**src/rtl/twi_mem_pkg.sv**
```systemverilog
package twi_mem_pkg;
   localparam int BYTE_W = 8;
   localparam int CNT_W  = 4;

   typedef enum logic [2:0] {
      ST_IDLE,
      ST_CTRL,
      ST_WADDR,
      ST_WDATA,
      ST_TX,
      ST_HOLD
   } twi_state_e;
endpackage

```
**src/rtl/twi_line_sync.sv**
```systemverilog
module twi_line_sync #(
   parameter int   STAGES  = 2,
   parameter logic RST_VAL = 1'b1
) (
   input  logic clk,
   input  logic rst_n,
   input  logic din,
   output logic lvl,
   output logic prv
);
   localparam int DEPTH = STAGES + 1;

   if (STAGES < 2) begin : g_bad_stages
      $error("twi_line_sync: STAGES must be at least 2");
   end

   logic [DEPTH-1:0] pipe;

   for (genvar i = 0; i < DEPTH; i++) begin : g_stage
      if (i == 0) begin : g_first
         always_ff @(posedge clk or negedge rst_n)
            if (!rst_n) pipe[0] <= RST_VAL;
            else        pipe[0] <= din;
      end else begin : g_next
         always_ff @(posedge clk or negedge rst_n)
            if (!rst_n) pipe[i] <= RST_VAL;
            else        pipe[i] <= pipe[i-1];
      end
   end

   assign lvl = pipe[STAGES-1];
   assign prv = pipe[STAGES];
endmodule

```
**src/rtl/twi_cond_det.sv**
```systemverilog
module twi_cond_det (
   input  logic scl_lvl,
   input  logic scl_prv,
   input  logic sda_lvl,
   input  logic sda_prv,
   output logic start_det,
   output logic stop_det,
   output logic scl_rise,
   output logic scl_fall
);
   logic scl_steady_hi;

   assign scl_steady_hi = scl_lvl & scl_prv;
   assign start_det     = scl_steady_hi & sda_prv & ~sda_lvl;
   assign stop_det      = scl_steady_hi & ~sda_prv & sda_lvl;
   assign scl_rise      = scl_lvl & ~scl_prv;
   assign scl_fall      = ~scl_lvl & scl_prv;
endmodule

```
**src/rtl/twi_addr_ptr.sv**
```systemverilog
module twi_addr_ptr #(
   parameter int ADDR_W = 11,
   parameter int LO_W   = 8,
   parameter int PAGE_W = 4
) (
   input  logic              clk,
   input  logic              rst_n,
   input  logic              ld_hi,
   input  logic [ADDR_W-LO_W-1:0] hi_val,
   input  logic              ld_lo,
   input  logic [LO_W-1:0]   lo_val,
   input  logic              inc_seq,
   input  logic              inc_page,
   output logic [ADDR_W-1:0] ptr
);
   localparam int HI_W = ADDR_W - LO_W;

   if (HI_W < 1 || HI_W > 3) begin : g_bad_hi
      $error("twi_addr_ptr: ADDR_W-LO_W must be 1..3");
   end
   if (PAGE_W < 1 || PAGE_W > LO_W) begin : g_bad_page
      $error("twi_addr_ptr: PAGE_W must be 1..LO_W");
   end

   logic [ADDR_W-1:0] page_next;
   logic [PAGE_W-1:0] page_low;

   assign page_low  = ptr[PAGE_W-1:0] + {{(PAGE_W-1){1'b0}}, 1'b1};
   assign page_next = {ptr[ADDR_W-1:PAGE_W], page_low};

   always_ff @(posedge clk or negedge rst_n) begin
      if (!rst_n) begin
         ptr <= '0;
      end else if (ld_hi) begin
         ptr[ADDR_W-1:LO_W] <= hi_val;
      end else if (ld_lo) begin
         ptr[LO_W-1:0] <= lo_val;
      end else if (inc_seq) begin
         ptr <= ptr + {{(ADDR_W-1){1'b0}}, 1'b1};
      end else if (inc_page) begin
         ptr <= page_next;
      end
   end
endmodule

```
**src/rtl/twi_mem_slave.sv**
```systemverilog
module twi_mem_slave
   import twi_mem_pkg::*;
#(
   parameter int         ADDR_W      = 11,
   parameter int         PAGE_W      = 4,
   parameter int         SYNC_STAGES = 2,
   parameter logic [3:0] DEV_CODE    = 4'b1010
) (
   input  logic              clk,
   input  logic              rst_n,
   input  logic              scl_i,
   input  logic              sda_i,
   output logic              sda_oe,
   input  logic              busy_i,
   output logic              wr_en_o,
   output logic [ADDR_W-1:0] wr_addr_o,
   output logic [BYTE_W-1:0] wr_data_o,
   output logic [ADDR_W-1:0] rd_addr_o,
   input  logic [BYTE_W-1:0] rd_data_i
);
   localparam int          HI_W    = ADDR_W - BYTE_W;
   localparam logic [CNT_W-1:0] CNT_LAST = CNT_W'(BYTE_W);
   localparam logic [CNT_W-1:0] CNT_ACK  = CNT_W'(BYTE_W + 1);

   // bus line sampling
   logic scl_lvl, scl_prv, sda_lvl, sda_prv;
   logic start_det, stop_det, scl_rise, scl_fall;

   twi_line_sync #(.STAGES(SYNC_STAGES), .RST_VAL(1'b1)) u_sync_scl (
      .clk(clk), .rst_n(rst_n), .din(scl_i), .lvl(scl_lvl), .prv(scl_prv)
   );
   twi_line_sync #(.STAGES(SYNC_STAGES), .RST_VAL(1'b1)) u_sync_sda (
      .clk(clk), .rst_n(rst_n), .din(sda_i), .lvl(sda_lvl), .prv(sda_prv)
   );

   twi_cond_det u_cond (
      .scl_lvl(scl_lvl), .scl_prv(scl_prv),
      .sda_lvl(sda_lvl), .sda_prv(sda_prv),
      .start_det(start_det), .stop_det(stop_det),
      .scl_rise(scl_rise), .scl_fall(scl_fall)
   );

   // protocol state
   twi_state_e        state;
   logic [CNT_W-1:0]  bcnt;
   logic [BYTE_W-1:0] shreg;
   logic              pull;
   logic              rw_rd;
   logic              mack;
   logic [ADDR_W-1:0] ptr;
   logic              in_tx;
   logic              in_rx;
   logic              no_cond;
   logic              byte_ok;
   logic              decide;
   logic              ack_end;
   logic              tx_load;

   assign in_tx   = (state == ST_TX);
   assign in_rx   = (state == ST_CTRL) || (state == ST_WADDR) || (state == ST_WDATA);
   assign no_cond = ~start_det & ~stop_det;
   assign byte_ok = ~busy_i &
                    ((state != ST_CTRL) || (shreg[BYTE_W-1:BYTE_W-4] == DEV_CODE));
   assign decide  = no_cond & in_rx & scl_fall & (bcnt == CNT_LAST);
   assign ack_end = no_cond & in_rx & scl_fall & (bcnt == CNT_ACK);
   assign tx_load = (ack_end & (state == ST_CTRL) & rw_rd) |
                    (no_cond & in_tx & scl_fall & (bcnt == CNT_ACK) & mack);

   twi_addr_ptr #(.ADDR_W(ADDR_W), .LO_W(BYTE_W), .PAGE_W(PAGE_W)) u_ptr (
      .clk(clk), .rst_n(rst_n),
      .ld_hi(decide & byte_ok & (state == ST_CTRL)),
      .hi_val(shreg[HI_W:1]),
      .ld_lo(decide & byte_ok & (state == ST_WADDR)),
      .lo_val(shreg),
      .inc_seq(tx_load),
      .inc_page(decide & byte_ok & (state == ST_WDATA)),
      .ptr(ptr)
   );

   always_ff @(posedge clk or negedge rst_n) begin
      if (!rst_n) begin
         state     <= ST_IDLE;
         bcnt      <= '0;
         shreg     <= '0;
         pull      <= 1'b0;
         rw_rd     <= 1'b0;
         mack      <= 1'b0;
         wr_en_o   <= 1'b0;
         wr_addr_o <= '0;
         wr_data_o <= '0;
      end else begin
         wr_en_o <= 1'b0;
         if (start_det) begin
            state <= ST_CTRL;
            bcnt  <= '0;
            pull  <= 1'b0;
         end else if (stop_det) begin
            state <= ST_IDLE;
            bcnt  <= '0;
            pull  <= 1'b0;
         end else begin
            unique case (state)
               ST_CTRL, ST_WADDR, ST_WDATA: begin
                  if (scl_rise && bcnt < CNT_LAST) begin
                     shreg <= {shreg[BYTE_W-2:0], sda_lvl};
                     bcnt  <= bcnt + 1'b1;
                  end else if (decide) begin
                     if (byte_ok) begin
                        pull <= 1'b1;
                        bcnt <= CNT_ACK;
                        if (state == ST_CTRL) rw_rd <= shreg[0];
                        if (state == ST_WDATA) begin
                           wr_en_o   <= 1'b1;
                           wr_addr_o <= ptr;
                           wr_data_o <= shreg;
                        end
                     end else begin
                        state <= ST_IDLE;
                        bcnt  <= '0;
                     end
                  end else if (ack_end) begin
                     pull <= 1'b0;
                     bcnt <= '0;
                     if (state == ST_CTRL) begin
                        if (rw_rd) begin
                           state <= ST_TX;
                           shreg <= rd_data_i;
                           pull  <= ~rd_data_i[BYTE_W-1];
                        end else begin
                           state <= ST_WADDR;
                        end
                     end else begin
                        state <= ST_WDATA;
                     end
                  end
               end
               ST_TX: begin
                  if (scl_rise) begin
                     if (bcnt < CNT_LAST) begin
                        bcnt <= bcnt + 1'b1;
                     end else if (bcnt == CNT_LAST) begin
                        mack <= ~sda_lvl;
                        bcnt <= CNT_ACK;
                     end
                  end else if (scl_fall) begin
                     if (bcnt != '0 && bcnt < CNT_LAST) begin
                        shreg <= {shreg[BYTE_W-2:0], 1'b0};
                        pull  <= ~shreg[BYTE_W-2];
                     end else if (bcnt == CNT_LAST) begin
                        pull <= 1'b0;
                     end else if (bcnt == CNT_ACK) begin
                        bcnt <= '0;
                        if (mack) begin
                           shreg <= rd_data_i;
                           pull  <= ~rd_data_i[BYTE_W-1];
                        end else begin
                           state <= ST_HOLD;
                           pull  <= 1'b0;
                        end
                     end
                  end
               end
               default: begin
                  pull <= 1'b0;
               end
            endcase
         end
      end
   end

   assign sda_oe    = pull;
   assign rd_addr_o = ptr;
endmodule

```
**config.mk**
```make
export PLATFORM = sky130hd
export DESIGN_NAME = twi_mem_slave
export DESIGN_NICKNAME = d
export VERILOG_FILES = /design/src/rtl/twi_mem_pkg.sv /design/src/rtl/twi_line_sync.sv /design/src/rtl/twi_cond_det.sv /design/src/rtl/twi_addr_ptr.sv /design/src/rtl/twi_mem_slave.sv
export SDC_FILE = /design/constraint.sdc
export NUM_CORES = 1
export LEC_CHECK = 0
export CAP_MARGIN = 20
export CORE_ASPECT_RATIO = 1.25
export CORE_UTILIZATION = 48
export CTS_CLUSTER_SIZE = 10
export DETAILED_ROUTE_END_ITERATION = 10
export GPL_TIMING_DRIVEN = 0
export PLACE_DENSITY = 0.77
export SYNTH_ARGS = -nofsm -noshare
export SYNTH_HDL_FRONTEND = slang
export SYNTH_SLANG_ARGS = --single-unit
```
**constraint.sdc**
```tcl
create_clock -name clk -period 4.6 [get_ports clk]
set_input_delay 1.15 -clock clk [delete_from_list [all_inputs] [get_ports clk]]
set_output_delay 1.15 -clock clk [all_outputs]
set_load 0.01 [all_outputs]
```
==> flow_summary.ini, run 1 <==
[outcome]
status = complete, no violations

[cells_and_area]
diodes = 0
drive_gt1_frac = 0.2299
nets = 355
final_cells = 420
multiInputGateArea_um2 = 1633
area_growth_pct = 21.65
fill_cells = 554
seq_area_um2 = 1384

[synthesis]
yosysTopAreaCell = dfrtp_1
synthMuxAreaShare = 0.1557
synthSimpleGateAreaFrac = 0.1489
synth_common_cells = 49 x dfrtp_1, 37 x mux2_2, 13 x a21oi_1, 13 x inv_1, 13 x nand2_1
synth_sequential_area_ratio = 0.4426
synthAdderAreaFrac = 0.03201
synth-xor-area-share = 0.01361
ys_types = 63
synthArstFlopShare = 1.000
synth_top_area_frac = 0.3922
syn_area_per_cell_um2 = 11.09
ys_ff_latch = 55
synth_ff_type = dfrtp_1
yosysMostFrequentCell = dfrtp_1
synth_top_family_by_area = compound AO/OA/AOI/OAI gates
synth_warnings = 0
synthTopCellsByArea = dfrtp_1 39%, mux2_2 13%, dfstp_2 5.0%, ha_1 3.2%, a21oi_1 2.1%
postSynthCellCount = 282
synth_compound_area_frac = 0.1721
synth_area_um2 = 3127
postSynthNetCount = 303
synth-edff-count = 0

[sta]
rsz0062_at_grt = false
timing.slew.headroom = 0.4586
min_period_ps = 2662
period_share = 0.5787
final_hold_viol_count = 0
fin_tns_setup_ps = 0
slew_viol_final = 0
finalSetupViolations = 0
fin_worst_skew_ps = 10.17
fmax_ghz = 0.3757
worst_pin_slew_ps = 801.1
holdWs_ps = 362.4

[flow_run]
maxCapViolCount = 0

[clocking]
cts_root_buf = clkbuf_8
cts_tree = built
cts.clk_slew.worst_paths_ps = 100
cts_setup_buffers = 0
clk_latency_ps = 310
clockBufferDepth = 2
hold_buffers = 0
htreeDepth = 2
numCtsBuffers = 5
cts_resized = 0
clock_sinks = 55

[routing]
drc = 0
num_vias = 2437
dr.first_iter.drc_count = 113
dr.pass1.iters = 4
via_per_inst = 5.802
avgRoutedWirePerCell_um = 17.07
ant_nets = 0
postRouteWirelength_um = 7171

[power_and_ir_drop]
swShare = 0.3427
p_leak_nw = 1.627
ir_drop_mv = 0.2004
pwr-share-comb = 0.318
power_switching_w = 0.0005014
p_int_w = 0.0009618
clkPwrFrac = 0.227
p_total_w = 0.001463
pwr_density_cell_nw_per_um2 = 384.7
sequentialPowerShare = 0.454

[setup_path]
endpoint_kind = register
critPathSlowestCell = clkdlybuf4s50_1
crit_chain = clkdlybuf4s50_1 -> a211o_1 -> o211ai_2 -> a21boi_0 -> o221a_2
critPathMaxStageDelay_ps = 520
crit_fanout = 8
worstPathArrival_ps = 2920
startpoint_type = input pin
required_ps = 4860
worst-r2r-setup-slack_ps = 2040
path_class = input pin to register

[global_route]
grt_pass1_vias = 2430
antenna_found_initial = 0
grt_pass1_wl_um = 11760
grtUsageTotal = 0.2257
overflow = 0
grt_max_degree = 37

[min_path]
min_path_type = register to register

[place]
portBuffers = 44
place_hpwl_um = 5260
gp_congestion = 0.8601
dp.cells = 412

[floorplan]
rows = 32
die_width_um = 74.19
core_area_um2 = 6246
dieHeight_um = 92.24
initial_utilization = 0.5006
die_area_um2 = 6843
ios = 45
## final timing paths
kind | from | end | cells past startpoint
max | busy_i | u_ptr.ptr[1]$_DFFE_PN0P_ | 5
min reg2reg | u_sync_scl.pipe[0]$_DFF_PN1_ | u_sync_scl.lvl$_DFF_PN1_ | 0
max in group asynchronous | rst_n | u_sync_sda.prv$_DFF_PN1_ | 2
min in group asynchronous | rst_n | bcnt[3]$_DFFE_PN0P_ | 1
max reg2reg | bcnt[1]$_DFFE_PN0P_ | u_ptr.ptr[4]$_DFFE_PN0P_ | 8
min | u_sync_scl.pipe[0]$_DFF_PN1_ | u_sync_scl.lvl$_DFF_PN1_ | 0
## layout by cell type, fill, tap and decap left out, types with 7 or more instances in the layout
master and count:
inv_1 13, clkdlybuf4s50_1 43, o21ai_0 10, dfrtp_1 49
ha_1 8, nand3_1 11, a21oi_1 13, nand2_1 13
mux2_2 37, clkbuf_1 7
## critical path, delay by kind of cell
family	cells	cell delay, ps
AOI/OAI and AO/OA	4	1240
buffers and inverters	1	520
## through the flow
stage          setup WS, ps  area, um2    util
3_5_place_dp           1618       3689  0.5905
6_report               1938       3804  0.6090
2_1_floorplan          2347       3127       -
5_1_grt                1813       3804  0.6090
3_3_place_gp          643.8       3674  0.5881
4_1_cts                1953       3804  0.6090
## logic make-up (layout without fill, tap and decap cells)
logic type,count (synthesis),in the layout
XOR/XNOR,4,4
flip-flops,55,55
AO/OA/AOI/OAI,68,68
multiplexers,43,43
AND/OR/NAND/NOR,78,78
adder cells (fa/ha/maj),8,8
buffers and inverters,26,79
## sequential cells by signal (all words and copies together), names as in the netlist
signal	cells
wr_en_o	1
bcnt	4
mack	1
wr_addr_o	11
sda_oe	1
shreg	8
u_sync_sda.prv	1
u_sync_scl.lvl	1
rw_rd	1
u_sync_sda.lvl	1
u_sync_scl.pipe	1
u_ptr.ptr	11
u_sync_sda.pipe	1
u_sync_scl.prv	1
state	3
wr_data_o	8
## routing by layer
metal,global-route usage,vias to the layer above,wire [um]
li1,-,1163,-
met1,0.2926,1189,3185
met2,0.3561,60,3426
met3,0.03846,25,269
met4,0.1154,0,289
met5,0,-,0
## final cells by class
cell class                      count  share of cell area
Clock inverter                      3             0.01217
Multi-Input combinational cell    201              0.4293
Sequential cell                    55              0.3638
Inverter                           13             0.01283
Clock buffer                        5             0.01809
Timing Repair Buffer               45              0.1197
Tap cell                           85             0.02796
Buffer                             13             0.01612
## power by group through the flow
| stage | sequential (W) | combinational [W] | clock [W] |
|---|---|---|---|
| floorplan | 0.000639 | 0.000326 | 0 |
| global placement | 0.000672 | 0.000451 | 0 |
| detailed placement | 0.000673 | 0.000463 | 0 |
| CTS | 0.000663 | 0.000465 | 0.000341 |
| global route | 0.000676 | 0.000504 | 0.000358 |
| finish | 0.000665 | 0.000466 | 0.000333 |
Note: power is estimated with default switching activity, not from simulation.
==> run 2, diff against run 1 <==
PLACE_DENSITY = 0.8   (was 0.77)
clock period = 2.4 ns   (was 4.6 ns; I/O delays follow)
==> flow_summary.ini, run 2 (synthesized netlist as in run 1, its figures left out) <==
[global_route]
grtUsageTotal = 0.2284
grt_pass1_wl_um = 11920
grt_pass1_vias = 2435
antenna_found_initial = 0
grt_max_degree = 36
overflow = 0

[cells_and_area]
nets = 356
fill_cells = 522
area_growth_pct = 25.05
final_cells = 421
layout_common_cells = 48 x dfrtp_1, 43 x clkdlybuf4s50_1, 37 x mux2_2
diodes = 0
top_regs = u_ptr.ptr: 11 flops, wr_addr_o: 11 flops
mostFrequentLayoutCell = dfrtp_1
drive_gt1_frac = 0.2827

[power_and_ir_drop]
pwr-share-comb = 0.351
p_int_w = 0.001779
sequentialPowerShare = 0.463
ir_drop_mv = 0.5342
clkPwrFrac = 0.186
swShare = 0.3544
p_total_w = 0.002756
power_switching_w = 0.0009766
p_leak_nw = 1.659
pwr_density_cell_nw_per_um2 = 704.8

[routing]
num_vias = 2493
postRouteWirelength_um = 7395
dr.pass1.iters = 4
via_per_inst = 5.922
drc = 0
dr.first_iter.drc_count = 140
avgRoutedWirePerCell_um = 17.57
ant_nets = 0

[setup_path]
critPathBufInv = 1
path_delay_family = compound AO/OA/AOI/OAI gates
crit_fanout = 7
critPathMaxStageDelay_ps = 460
endpoint_kind = register
path_class = register to register
critPathSlowestCell = dfrtp_2
worstPathArrival_ps = 2530
startpoint_type = register
required_ps = 2600
crit_chain = inv_1 -> ha_4 -> nand4b_4 -> a211o_4 -> nor3_2 -> a21oi_1 -> a211o_1

[sta]
fin_worst_skew_ps = 5.940
holdWs_ps = 242.1
timing.slew.headroom = 0.5804
fmax_ghz = 0.4281
finalSetupViolations = 0
fin_tns_setup_ps = 0
worst_pin_slew_ps = 620.9
min_period_ps = 2336
period_share = 0.9733
final_hold_viol_count = 0
slew_viol_final = 0
rsz0062_at_grt = true

[floorplan]
ios = 45
rows = 32
die_width_um = 74.19
initial_utilization = 0.5006
dieHeight_um = 92.24
core_area_um2 = 6246
die_area_um2 = 6843

[clocking]
clk_latency_ps = 300
htreeDepth = 2
numCtsBuffers = 5
cts.clk_slew.worst_paths_ps = 100
clockBufferDepth = 2
clock_sinks = 55
cts_root_buf = clkbuf_8
cts_tree = built

[min_path]
min_path_type = input pin to async pin

[place]
place_hpwl_um = 5297
portBuffers = 44
gp_congestion = 0.8578
dp.cells = 412

[outcome]
status = complete, no violations

[flow_run]
maxCapViolCount = 0
## run 2: cell types whose count changed in the layout (fill, tap and decap cells not counted), sizes merged
cell	delta
buf	+2
bufinv	-1
clkinvlp	-1
clkbuf	-1
clkinv	+2
## run 2: final timing paths
kind	from	to	slack, ps	cells past startpoint
worst max-delay path	bcnt[0]$_DFFE_PN0P_	u_ptr.ptr[6]$_DFFE_PN0P_	60	7
min in group clk	u_sync_sda.pipe[0]$_DFF_PN1_	u_sync_sda.lvl$_DFF_PN1_	360	0
worst min register to register	u_sync_sda.pipe[0]$_DFF_PN1_	u_sync_sda.lvl$_DFF_PN1_	360	0
max in group asynchronous	rst_n	u_sync_sda.prv$_DFF_PN1_	1550	2
worst max register to register	bcnt[0]$_DFFE_PN0P_	u_ptr.ptr[6]$_DFFE_PN0P_	60	7
worst min-delay path	rst_n	wr_data_o[6]$_DFFE_PN0P_	240	1
## run 2: layout make-up
class | instances | area [um2] | share of cell area
multi-input cells | 201 | 1743 | 0.4458
flip-flops and latches | 55 | 1385 | 0.3542
repair buffers | 49 | 485.5 | 0.1242
well taps | 85 | 106.4 | 0.02720
clock buffers | 5 | 68.82 | 0.01760
plain buffers | 10 | 53.80 | 0.01376
inverters | 13 | 48.80 | 0.01248
clock inverters | 3 | 18.77 | 0.004800
## run 2: what timing repair did
item,CTS,global route
hold buffers,0,0
buffers inserted,1,3
resized for setup,8,15
setup endpoints to repair,33,36
pin swaps,1,3
## run 2: power groups by stage
stage	combinational, W	sequential, W	clock [W]
2_1_floorplan	0.000625	0.00123	0
3_3_place_gp	0.000871	0.00128	0
3_5_place_dp	0.000885	0.00129	0
4_1_cts	0.000911	0.00127	0.000526
5_1_grt	0.00105	0.00130	0.000551
6_report	0.000966	0.00128	0.000513
## run 2: per-layer routing
| layer | vias up | global-route usage | share of wire |
|---|---|---|---|
| li1 | 1166 | - | - |
| met5 | - | 0 | 0 |
| met2 | 75 | 0.3765 | 0.51 |
| met1 | 1241 | 0.2970 | 0.43 |
| met4 | 0 | 0.08173 | 0.018 |
| met3 | 11 | 0.03846 | 0.043 |
## run 2: per-stage QoR
step,instance area (um2),worst slack [ps],util
finish,3910,64.12,0.6260
global route,3910,-14.60,0.6260
CTS,3830,0.7083,0.6132
detailed placement,3689,-145.5,0.5905
global placement,3674,-982.4,0.5881
floorplan,3127,227.8,-
